## src/rtl/scl_rate_pkg.sv

```systemverilog
package scl_rate_pkg;
  // Phases of the bus clock generator
  typedef enum logic [1:0] {
    PH_WAIT = 2'd0,  // line released, waiting to observe it high
    PH_HIGH = 2'd1,  // counting the high phase
    PH_LOW  = 2'd2   // pulling the line low and counting
  } scl_phase_e;
endpackage

```

## src/rtl/scl_half_calc.sv

```systemverilog
module scl_half_calc #(
  parameter int RATE_W    = 8,
  parameter int SEL_W     = 2,
  parameter int PRE_SHIFT = 2,
  parameter int BASE_HALF = 8,
  parameter int HALF_W    = 15
) (
  input  logic [RATE_W-1:0] rate_div,
  input  logic [SEL_W-1:0]  pre_sel,
  output logic [HALF_W-1:0] half_len
);
  localparam int N_PRE = 1 << SEL_W;

  logic [HALF_W-1:0] scaled [N_PRE];

  // One pre-shifted copy of the rate per prescale choice
  for (genvar i = 0; i < N_PRE; i++) begin : g_pre
    assign scaled[i] = HALF_W'(rate_div) << (PRE_SHIFT * i);
  end

  assign half_len = HALF_W'(BASE_HALF) + scaled[pre_sel];
endmodule

```

## src/rtl/scl_line_sync.sv

```systemverilog
module scl_line_sync #(
  parameter int STAGES = 2
) (
  input  logic clk,
  input  logic rst_n,
  input  logic line_in,
  output logic line_q
);
  logic [STAGES-1:0] sh_q;
  logic [STAGES-1:0] sh_d;

  for (genvar i = 0; i < STAGES; i++) begin : g_stage
    if (i == 0) begin : g_first
      assign sh_d[i] = line_in;
    end else begin : g_next
      assign sh_d[i] = sh_q[i-1];
    end
  end

  always_ff @(posedge clk or negedge rst_n) begin
    if (!rst_n) sh_q <= '0;
    else        sh_q <= sh_d;
  end

  assign line_q = sh_q[STAGES-1];
endmodule

```

## src/rtl/scl_phase_fsm.sv

```systemverilog
module scl_phase_fsm
  import scl_rate_pkg::*;
#(
  parameter int HALF_W = 15,
  parameter int LAT    = 3
) (
  input  logic              clk,
  input  logic              rst_n,
  input  logic              enable,
  input  logic              line_hi,
  input  logic [HALF_W-1:0] half_len,
  output logic              drive_low,
  output logic              tick_rise,
  output logic              tick_fall
);
  scl_phase_e        phase_q, phase_d;
  logic [HALF_W-1:0] cnt_q, cnt_d;
  logic              rise_q, rise_d;
  logic              fall_q, fall_d;
  logic [HALF_W-1:0] low_last;
  logic [HALF_W-1:0] high_last;

  // Low phase is counted in full; the high phase omits the cycles
  // spent in synchronizer and wait-state latency.
  assign low_last  = half_len - HALF_W'(1);
  assign high_last = half_len - HALF_W'(LAT + 1);

  always_comb begin
    phase_d = phase_q;
    cnt_d   = cnt_q;
    rise_d  = 1'b0;
    fall_d  = 1'b0;
    if (!enable) begin
      phase_d = PH_WAIT;
      cnt_d   = '0;
    end else begin
      unique case (phase_q)
        PH_WAIT: begin
          if (line_hi) begin
            phase_d = PH_HIGH;
            cnt_d   = '0;
            rise_d  = 1'b1;
          end
        end
        PH_HIGH: begin
          if (cnt_q >= high_last) begin
            phase_d = PH_LOW;
            cnt_d   = '0;
            fall_d  = 1'b1;
          end else begin
            cnt_d = cnt_q + HALF_W'(1);
          end
        end
        PH_LOW: begin
          if (cnt_q >= low_last) begin
            phase_d = PH_WAIT;
            cnt_d   = '0;
          end else begin
            cnt_d = cnt_q + HALF_W'(1);
          end
        end
        default: begin
          phase_d = PH_WAIT;
          cnt_d   = '0;
        end
      endcase
    end
  end

  always_ff @(posedge clk or negedge rst_n) begin
    if (!rst_n) begin
      phase_q <= PH_WAIT;
      cnt_q   <= '0;
      rise_q  <= 1'b0;
      fall_q  <= 1'b0;
    end else begin
      phase_q <= phase_d;
      cnt_q   <= cnt_d;
      rise_q  <= rise_d;
      fall_q  <= fall_d;
    end
  end

  assign drive_low = (phase_q == PH_LOW);
  assign tick_rise = rise_q;
  assign tick_fall = fall_q;
endmodule

```

## src/rtl/scl_rate_gen.sv

```systemverilog
module scl_rate_gen #(
  parameter int RATE_W      = 8,
  parameter int SEL_W       = 2,
  parameter int PRE_SHIFT   = 2,
  parameter int BASE_HALF   = 8,
  parameter int MIN_RATE    = 10,
  parameter int SYNC_STAGES = 2
) (
  input  logic              clk,
  input  logic              rst_n,
  input  logic              enable,
  input  logic [RATE_W-1:0] rate_div,
  input  logic [SEL_W-1:0]  pre_sel,
  input  logic              scl_in,
  output logic              scl_pull_low,
  output logic              edge_rise,
  output logic              edge_fall,
  output logic              rate_warn
);
  localparam int HALF_W = RATE_W + PRE_SHIFT * ((1 << SEL_W) - 1) + 1;
  localparam int LAT    = SYNC_STAGES + 1;

  logic [HALF_W-1:0] half_len;
  logic              line_hi;

  scl_half_calc #(
    .RATE_W(RATE_W), .SEL_W(SEL_W), .PRE_SHIFT(PRE_SHIFT),
    .BASE_HALF(BASE_HALF), .HALF_W(HALF_W)
  ) u_half (
    .rate_div(rate_div), .pre_sel(pre_sel), .half_len(half_len)
  );

  scl_line_sync #(.STAGES(SYNC_STAGES)) u_sync (
    .clk(clk), .rst_n(rst_n), .line_in(scl_in), .line_q(line_hi)
  );

  scl_phase_fsm #(.HALF_W(HALF_W), .LAT(LAT)) u_fsm (
    .clk(clk), .rst_n(rst_n), .enable(enable), .line_hi(line_hi),
    .half_len(half_len), .drive_low(scl_pull_low),
    .tick_rise(edge_rise), .tick_fall(edge_fall)
  );

  assign rate_warn = enable && (rate_div < RATE_W'(MIN_RATE));
endmodule

```

## config.mk

```make
export PLATFORM = sky130hd
export DESIGN_NAME = scl_rate_gen
export DESIGN_NICKNAME = d
export VERILOG_FILES = /design/src/rtl/scl_rate_pkg.sv /design/src/rtl/scl_half_calc.sv /design/src/rtl/scl_line_sync.sv /design/src/rtl/scl_phase_fsm.sv /design/src/rtl/scl_rate_gen.sv
export SDC_FILE = /design/constraint.sdc
export NUM_CORES = 1
export LEC_CHECK = 0
export BUFFER_PORTS_ARGS = -buffer_cell sky130_fd_sc_hd__buf_2
export CAP_MARGIN = 10
export CELL_PAD_IN_SITES_DETAIL_PLACEMENT = 2
export CELL_PAD_IN_SITES_GLOBAL_PLACEMENT = 2
export CORE_MARGIN = 2
export CORE_UTILIZATION = 41
export DETAILED_ROUTE_END_ITERATION = 16
export MAX_ROUTING_LAYER = met4
export PLACE_DENSITY = 0.86
export SLEW_MARGIN = 25
export SYNTH_ARGS = -nofsm -noshare
export SYNTH_HDL_FRONTEND = slang
export SYNTH_HIERARCHICAL = 1
export SYNTH_SLANG_ARGS = --single-unit
```

## constraint.sdc

```tcl
create_clock -name clk -period 4.4 [get_ports clk]
set_input_delay 0.88 -clock clk [delete_from_list [all_inputs] [get_ports clk]]
set_output_delay 0.88 -clock clk [all_outputs]
set_load 0.1 [all_outputs]
```

==> results.txt, run 1 <==
The largest total area in the synthesized netlist belongs to dfrtp_1. The count of input and output buffers works out to 17. The most used flip-flop cell after synthesis was dfrtp_1. The congestion estimate from routability-driven global placement came to 0.8398. The effective utilization at floorplan was 42.98%; the post-synth net total was 360. After synthesis, the mean cell area works out to 8.388 um2. By count the netlist is led by ha_1 (39), o21ai_0 (26), nand2_1 (25).

The horizontal extent of the die is 83.25 um. After floorplanning, the core was divided into 28 placement rows. The tool reported: "[ERROR DPL-0033] detailed placement checks failed during check placement".

For the number of warnings issued by yosys, the log shows 6. The run gives 1 as the CTS H-tree depth. In this run, synthesis produced a sequential element count of 21. The number of different library cells used by synthesis comes to 45.

In this run the count of I/O pins placed on the die edge is 18. The stage where the run came to a stop is clock tree synthesis. The hold buffer count at cts was 0. The root buffer cell chosen for the clock tree is clkbuf_8.

For this design, the sink count on the clock tree is 21. The flow did not finish. The die outline height was 83.25 um. Of all flip-flops after synthesis, the portion carrying an async set or reset was 100.0%. Post-CTS repair changed the size of 46 cells. Buffers inserted during clock tree synthesis total 3.

By area the synthesized netlist is led by dfrtp_1 (20%), ha_1 (19%), xnor2_1 (7.8%). After synthesis, the largest area contributor takes up 20.41% of total cell area. The detailed placer's ending HPWL is 8613 um. Yosys mapped a number of flops with a built-in enable equal to 0. The number of standard cells after synthesis was 307.

The mapped netlist covers 2575 um2. Portion of the post-synthesis area used by sequential elements: 20.41%. Buffers added to address setup during post-CTS repair amount to 11. The tools report the number of buffers on the longest clock path as 2.

The most common cell in the synthesized netlist is ha_1.
-- per-stage QoR --
| step | instances | instance area [um2] | utilization [%] | hold WS [ns] | setup WS [ns] |
|---|---|---|---|---|---|
| after floorplan | 307 | 2648 | - | 0.3312 | -0.4106 |
| after global placement | 436 | 3103 | 51.80 | 0.3350 | -0.7217 |
| after detailed placement | 436 | 3103 | 51.80 | 0.3694 | -1.189 |
-- logic make-up after synthesis --
family	count (synthesis)	share of synthesized area (%)
other cells	1	0.1456
compound gates	67	16.81
mux	10	5.102
buf+inv	24	4.228
fa+ha+maj	39	18.95
flops	21	20.41
xor+xnor	30	10.20
simple gates	115	24.15
==> inputs of run 2 (changes only) <==
Settings changed: CELL_PAD_IN_SITES_DETAIL_PLACEMENT 2 to default, CELL_PAD_IN_SITES_GLOBAL_PLACEMENT 2 to default, CORE_UTILIZATION 41 to 40, MAX_ROUTING_LAYER met4 to default, PLACE_DENSITY 0.86 to default, PLACE_DENSITY_LB_ADDON from default to 0.15.
==> run 2 against run 1 <==
Against the previous run: the flow now finishes, with violations (negative setup slack); area after synthesis stayed put; synthesized cell count did not move.
==> results.txt, run 2 <==
The CTS H-tree depth is 1, and the share of the cycle needed by the critical path after routing is 103.4%. Together, buffers and inverters on the worst path number 4. The total via count in the routed design was 2438; the number of enable-type register cells in the synthesized netlist was 0. Once detail routing completed, the nets flagged for antenna violations numbered 0. The horizontal extent of the die is 84.24 um, and the max-cap check violation count is 0. Summed over all layers, the routed wires come to 6637 um.

In the final routed layout, each cell accounts on average for 14.78 um. Counting every instance in the synthesized netlist gives 307. For this run, the slowest stage of the critical path takes 0.58 ns. Setup repair after global routing could not meet its margin everywhere. The global-route wire length before repair is 11010 um, and the number of flip-flops under the largest register name is 15.

The count of buffers added on input and output ports is 17. After legalization and detailed placement, the total HPWL measured 5111 um. The tools report the capturing element type of the critical path as a flip-flop.

The number of rows in the core area was 29. The share of total power dissipated in combinational logic is 47.5%. Along the worst path, the maximum fanout reaches 6. Internal power comes to 0.0004023 W. Net switching power: 0.0002300 W. After clock tree synthesis, the clock-pin slew on the worst setup and hold paths is 0.08 ns. Dividing the synthesized area by the synthesized cell count gives 8.388 um2. Dividing the detail-routed via count by the number of cells gives 5.430.

The netlist uses 45 different library cells. The fraction of power consumed by sequential logic is 32.3%. The most used flip-flop cell after synthesis is dfrtp_1. Via count of the first global-routing pass: 2321. Relative to the synthesized area, the layout overhead comes to 30.61%.

The final reports fail on negative setup slack. The critical path is of the in2reg type. Final net count: 426. For the number of buffers on the longest clock path, the log shows 2. u_fsm/cnt_q holds more flip-flops than any other register. The maximum resistive drop on vdd was 170.9 uV. The most frequent cell after synthesis is ha_1. The tools report the initial antenna violation count as 0. The most area-hungry cell type in the Yosys netlist is dfrtp_1.

In this run, the number of DRC markers left after iteration 0 of detailed routing was 132. The number of sinks driven by the clock tree was 21; the register bit count reported by yosys was 21. After synthesis, the largest area contributor takes up 20.41% of total cell area.

The fmax is 219.9 MHz. The final-report max-slew violation count came out at 0. Before antenna repair, the detailed router went through 4 iterations.

Global routing finished with a remaining overflow of 0. The run finished, with violations left. Data on the critical path arrives at its endpoint at 4.70 ns. The worst setup path is launched from an input pin. The worst pin sits at a relative slew slack of 58.98%. The floorplan core area is 6277 um2, and the fraction of power consumed by the clock network is 20.2%.

In this run the power density over the cells is 188.0 nW/um2. Entering global routing, the biggest net connects 22 pins. Once placement completed, the tool counted placed cells totaling 437. Overall power consumption after layout is estimated at 0.0006323 W.

Ranked by total cell area, the synthesized netlist is headed by dfrtp_1 (20%), ha_1 (19%), xnor2_1 (7.8%). Cells fill 53.58% of the core in the end. In the routed design, unresolved DRC markers number 0. During I/O placement, the number of pins put on the boundary was 18.

TritonCTS built the clock tree. In the global route stage, overall resource usage came out at 18.69%. The signal on the critical path passes through buf_8 -> buf_6 -> mux2i_1 -> or2_4 -> inv_2 -> ha_4 -> o2111ai_4 -> or3_1 -> and3_4 -> or4_4 -> nor3_4 -> xnor2_1 -> ha_1 -> nand4_1 -> a211oi_2 -> o32a_1 -> nor2_4 -> buf_12 -> mux2_4. The minimum period implied by the final worst setup slack is 4.548 ns, and the post-synth net total is 360. Ranked by instance count, the synthesized netlist is headed by ha_1 (39), o21ai_0 (26), nand2_1 (25). The synthesized cell area came out at 2575 um2. The clock tree root driver cell was clkbuf_8. The clock latency at the later pin of the worst-skew pair was 0.26 ns. The post-route netlist has 30.38% of its cells at a drive strength greater than 1. Die outline height: 84.24 um.

Adding up every negative setup slack in the final design gives -1.550 ns. The largest registers in the layout are u_fsm/cnt_q: 15 flops, u_fsm/phase_q: 2 flops, u_sync/sh_q: 2 flops. The analysis attributes to cell leakage a power of 1.589 nW. The most common library cell in the layout ignoring fill and taps was buf_4.

The worst-margin pin slew works out to 0.6130 ns. In this design, the largest share of critical-path delay is due to simple AND/OR/NAND/NOR gates. The tools report the number of inserted filler cells in the final layout as 609. Once the floorplan was initialized, standard cells occupied 41.02% of the core. The area of the die is 7096 um2, and the number of buffers created by CTS is 3. STA puts the critical path data required time at 4.55 ns. Across the routed clock network, the largest skew measured is 0.006281 ns.

The placer's final routability congestion estimate was 0.7938. The logs give 449 for the final non-filler cell total and -0.1483 ns for the worst setup slack after layout. The number of hold violations in the final report was 0. Of the synthesized area, sequential elements account for 20.41%. The number of warnings issued by yosys is 6.

Timing analysis after detailed placement gives a worst setup slack of -0.8682 ns. The switching share of power works out to 36.37%. The highest-delay cell along the critical path is or4_4. The final number of setup-violating endpoints came out at 15. The share of synthesized registers carrying an async set or reset was 100.0%. The repair_antennas step left the layout with diodes totalling 0. In the layout the commonest cells are buf_4 (52), ha_1 (38), nand2_1 (25).

The path type of the worst min-delay path is reg2reg.
## run 2: cell counts after synthesis
Identical to the previous run, type by type.
## run 2: through the flow
stage               cell area (um2)  hold WS (ns)
global placement               3098        0.3366
CTS                            3287        0.3596
global route                   3363        0.3626
finish                         3363        0.3554
detailed placement             3098        0.3402
floorplan                      2648        0.3312
## run 2: cell type report
| class | instances | area, um2 | share of cell area (%) |
|---|---|---|---|
| inverters | 10 | 37.54 | 1.116 |
| clock inverters | 1 | 5.005 | 0.1488 |
| repair buffers | 75 | 575.6 | 17.11 |
| flip-flops and latches | 21 | 525.5 | 15.62 |
| well taps | 77 | 96.34 | 2.865 |
| clock buffers | 3 | 41.29 | 1.228 |
| multi-input cells | 262 | 2082 | 61.90 |
## run 2: power groups by stage
stage               logic [W]  registers, W  clock network, W
floorplan            0.000171      0.000215                 0
global placement     0.000264      0.000207                 0
detailed placement   0.000267      0.000208                 0
CTS                  0.000291      0.000204          0.000131
global route         0.000333      0.000205          0.000140
finish               0.000300      0.000204          0.000128
## run 2: what timing repair did
item,in CTS,in global routing
pin swaps,5,5
setup endpoints to repair,15,17
gates resized for setup,25,13
setup buffers,5,1
endpoints found under the hold margin,0,0
cloned,1,1
hold buffers,0,0
## run 2: path summary, 6_finish.rpt
kind / startpoint / to / slack (ns) / depth (start not counted)
worst max-delay path: pre_sel[0] / u_fsm/cnt_q[0] / -0.15 / 19
worst min-delay path: u_sync/sh_q[0] / u_sync/sh_q[1] / 0.36 / 0
worst max register to register: u_fsm/cnt_q[0] / u_fsm/cnt_q[0] / 1.76 / 10
worst min register to register: u_sync/sh_q[0] / u_sync/sh_q[1] / 0.36 / 0
max in group asynchronous: rst_n / u_fsm/cnt_q[7] / 3.50 / 1
min in group asynchronous: rst_n / u_fsm/tick_rise / 0.56 / 1
## run 2: cell families after synthesis
family                   share of synthesized area, %
AND/OR/NAND/NOR                                 24.15
AO/OA/AOI/OAI                                   16.81
adder cells (fa/ha/maj)                         18.95
XOR/XNOR                                        10.20
buffers and inverters                           4.228
flip-flops                                      20.41
multiplexers                                    5.102
other                                          0.1456
## run 2: routing by layer
layer  wire length, um  global-route usage [%]  vias up
li1                  -                       -     1243
met1              3258                   26.52     1153
met2              3160                   31.31       40
met3               200                   2.753        2
met4                18                   1.613        0
met5                 0                       0        -
## run 2: worst register-to-register path, cell delays in order, from the launching register on
cell      delay [ns]
dfrtp_1         0.41
inv_1           0.14
ha_1            0.26
a21boi_0        0.16
o21ai_0         0.09
a211o_1         0.34
a211oi_2        0.28
o32a_1          0.35
nor2_4          0.08
buf_12          0.16
mux2_4          0.25
(Power assumes the default switching activity.)
==> inputs of run 3 (changes only) <==
Settings changed: BUFFER_PORTS_ARGS -buffer_cell sky130_fd_sc_hd__buf_2 to -buffer_cell sky130_fd_sc_hd__buf_4, CORE_MARGIN 2 to 4.
==> run 3 against run 2 <==
Against the previous run: the flow still finishes with violations (negative setup slack); hold slack better by 0.013 ns; die area is 9.7% higher; count of clock-buffer cells in the layout did not move; critical endpoint unchanged; largest power group unchanged; highest routed layer is now met3.
==> results.txt, run 3 (same netlist as run 2, synthesis figures left out) <==
The flow ran to the end, but the final reports show violations. The final reports fail on negative setup slack. Power spread over the standard cell area amounts to 189.4 nW/um2.

Setup repair after global routing could not meet its margin everywhere. The logs give 106 for the number of violations reported at the end of detailed-routing iteration 0 and 2390 for the total via count in the routed design. Category of the worst setup path launch point: an input pin. The average vias per placed instance works out to 5.383. Setup violations remaining at the end of the flow were counted as 14. The detailed placer's ending HPWL was 5075 um; the global-route congestion overflow total was 0. The number of antenna-violating nets in the routed design came out at 0. The tightest min-delay check is of the reg2reg type.

Traced cell by cell, the critical path runs through buf_8 -> buf_6 -> mux2i_1 -> or2_4 -> inv_2 -> ha_4 -> o2111ai_4 -> or3_1 -> and3_4 -> or4_4 -> nor3_4 -> xnor2_1 -> ha_1 -> and4_1 -> nand2_1 -> o21ai_2 -> o32a_1 -> buf_6 -> nor2_4 -> buf_12 -> mux2_4. The area growth from synthesis to layout was 31.39%. The peak per-stage delay on the critical path is 0.57 ns.

Entering global routing, the biggest net connects 22 pins. The first detailed-routing pass ran for 4 iterations. On the critical path the largest part of the delay comes from simple AND/OR/NAND/NOR gates. For this block, the routed nets add up to 6338 um of wire.

The clock arrives with 0.002893 ns of skew. The floorplan has 28 rows. For this run, the total global-route usage over all layers was measured as 17.61%.

The minimum period implied by the final worst setup slack was 4.567 ns; the maximum resistive drop on vdd was 159.3 uV. The first global-routing pass estimated 11100 um of wire. Area of the die: 7785 um2.

Counting flops per register, the top entry is u_fsm/cnt_q. The share of post-route cells with drive strength above 1 was 30.35%. TritonCTS built the clock tree. The tools report the placer's final routability congestion estimate as 0.7918. For the number of hold violations in the final report, the log shows 0. The floorplan step defined a core boundary enclosing 6096 um2. The initial antenna violation count was 0.

In the final layout, the registers with the most flip-flops are u_fsm/cnt_q: 15 flops, u_fsm/phase_q: 2 flops, u_sync/sh_q: 2 flops. The analysis attributes to cell leakage a power of 1.589 nW. The number of hold buffers added after CTS was 0. The CTS H-tree depth came out at 1.

The overall power consumption is 0.0006409 W. For the final-report max-slew violation count, the log shows 0. The critical path is of the in2reg type. At the pin with the least slew margin, the transition time is 0.6004 ns. The largest individual stage delay along the critical path comes from the cell or4_4. The setup slack after placement was -0.7702 ns.

For the worst setup path, the data required time is 4.55 ns. The fmax was 218.9 MHz; the number of sinks driven by the clock tree was 21. The root buffer cell chosen for the clock tree is clkbuf_8.

The final net count was 423; the maximum fanout encountered on the critical timing path was 11. STA classifies the critical path endpoint as a flip-flop. The later pin in the worst-skew pair is clocked with a latency of 0.26 ns. The number of placed instances with taps included was 434.

Clock tree synthesis inserted a total of 3 buffers. Excluding fillers, the count of instances in the completed layout stands at 444. The number of antenna diodes in the final layout is 0. The run gives 0 as the max-cap check violation count. The logs give 59.83% for the headroom to the max-slew limit and 18 for the number of I/O pins.

Leaving out fill and tap cells, the most frequent cell in the layout is buf_4. Most repeated library cell on the critical path: buf_6. The number of buffer and inverter stages on the critical path was 5; the share of the cycle needed by the critical path after routing was 103.8%. The count of unresolved DRC violations after routing is 0.

The die outline height was 88.24 um. The library cells used most frequently in the layout, excluding fill and tap cells, are buf_4 (64), ha_1 (38), nand2_1 (24). The run gives 2343 as the via count of the first global-routing pass. During placement, the flow inserted port buffers numbering 17. The register with the most flip-flops in the layout has 15 of them. For the arrival time of data at the critical path endpoint, the log shows 4.72 ns. Once the floorplan was initialized, standard cells occupied 42.24% of the core. For the number of buffers on the longest clock path, the log shows 2. The register clock-pin slew on the reported worst setup and hold paths works out to 0.08 ns.

The worst setup slack after layout came out at -0.1674 ns. Dividing the detail-routed wire length by the instance count gives 14.27 um. The die is 88.24 um wide.
[run 3: cell count changes in the layout (fill, tap and decap cells not counted), sizes merged]
cell and change:
buf -2, clkbuf -1
[run 3: layout make-up]
type / instances / area [um2]
clock buffer: 3 / 41.29
clock inverter: 1 / 5.005
fill: 583 / 2713
inverter: 10 / 37.54
multi-input combinational: 262 / 2085
sequential: 21 / 525.5
tap: 75 / 93.84
timing repair buffer: 72 / 595.6
[run 3: worst paths after layout]
path                              endpoint  slack, ns       startpoint  cells past startpoint
max                         u_fsm/cnt_q[0]      -0.17       pre_sel[0]                     21
min                         u_sync/sh_q[1]       0.37   u_sync/sh_q[0]                      0
max reg2reg                u_fsm/cnt_q[10]       1.76  u_fsm/cnt_q[10]                     10
min reg2reg                 u_sync/sh_q[1]       0.37   u_sync/sh_q[0]                      0
max in group asynchronous  u_fsm/cnt_q[14]       3.68            rst_n                      1
min in group asynchronous   u_fsm/cnt_q[1]       0.49            rst_n                      1
[run 3: per-layer routing]
| metal | track usage (%) | vias to the layer above | share of wire (%) |
|---|---|---|---|
| met2 | 28.96 | 22 | 48 |
| met5 | 0 | - | 0 |
| met4 | 1.648 | 0 | 0 |
| met3 | 2.700 | 0 | 2.1 |
| li1 | - | 1238 | - |
| met1 | 25.37 | 1130 | 50 |
[run 3: per-stage QoR]
step	setup TNS, ns	util [%]	area, um2	hold slack, ns
floorplan	-5.165	-	2648	0.3312
global placement	-8.333	51.56	3143	0.3334
detailed placement	-9.732	51.56	3143	0.3597
CTS	-0.6640	55.17	3363	0.3734
global route	-4.606	55.50	3383	0.3758
finish	-1.455	55.50	3383	0.3680
[run 3: where the power goes]
part	internal (W)	leakage [nW]	switching, W
combinational	0.000147	1.28	0.000162
sequential	0.000199	0.287	0.00000441
clock	0.0000631	0.0255	0.0000648
[run 3: what timing repair did]
action	in CTS	in global routing
resized for setup	39	6
setup buffers	6	0
endpoints found under the setup margin	13	17
cloned	1	0
pin swaps	20	1
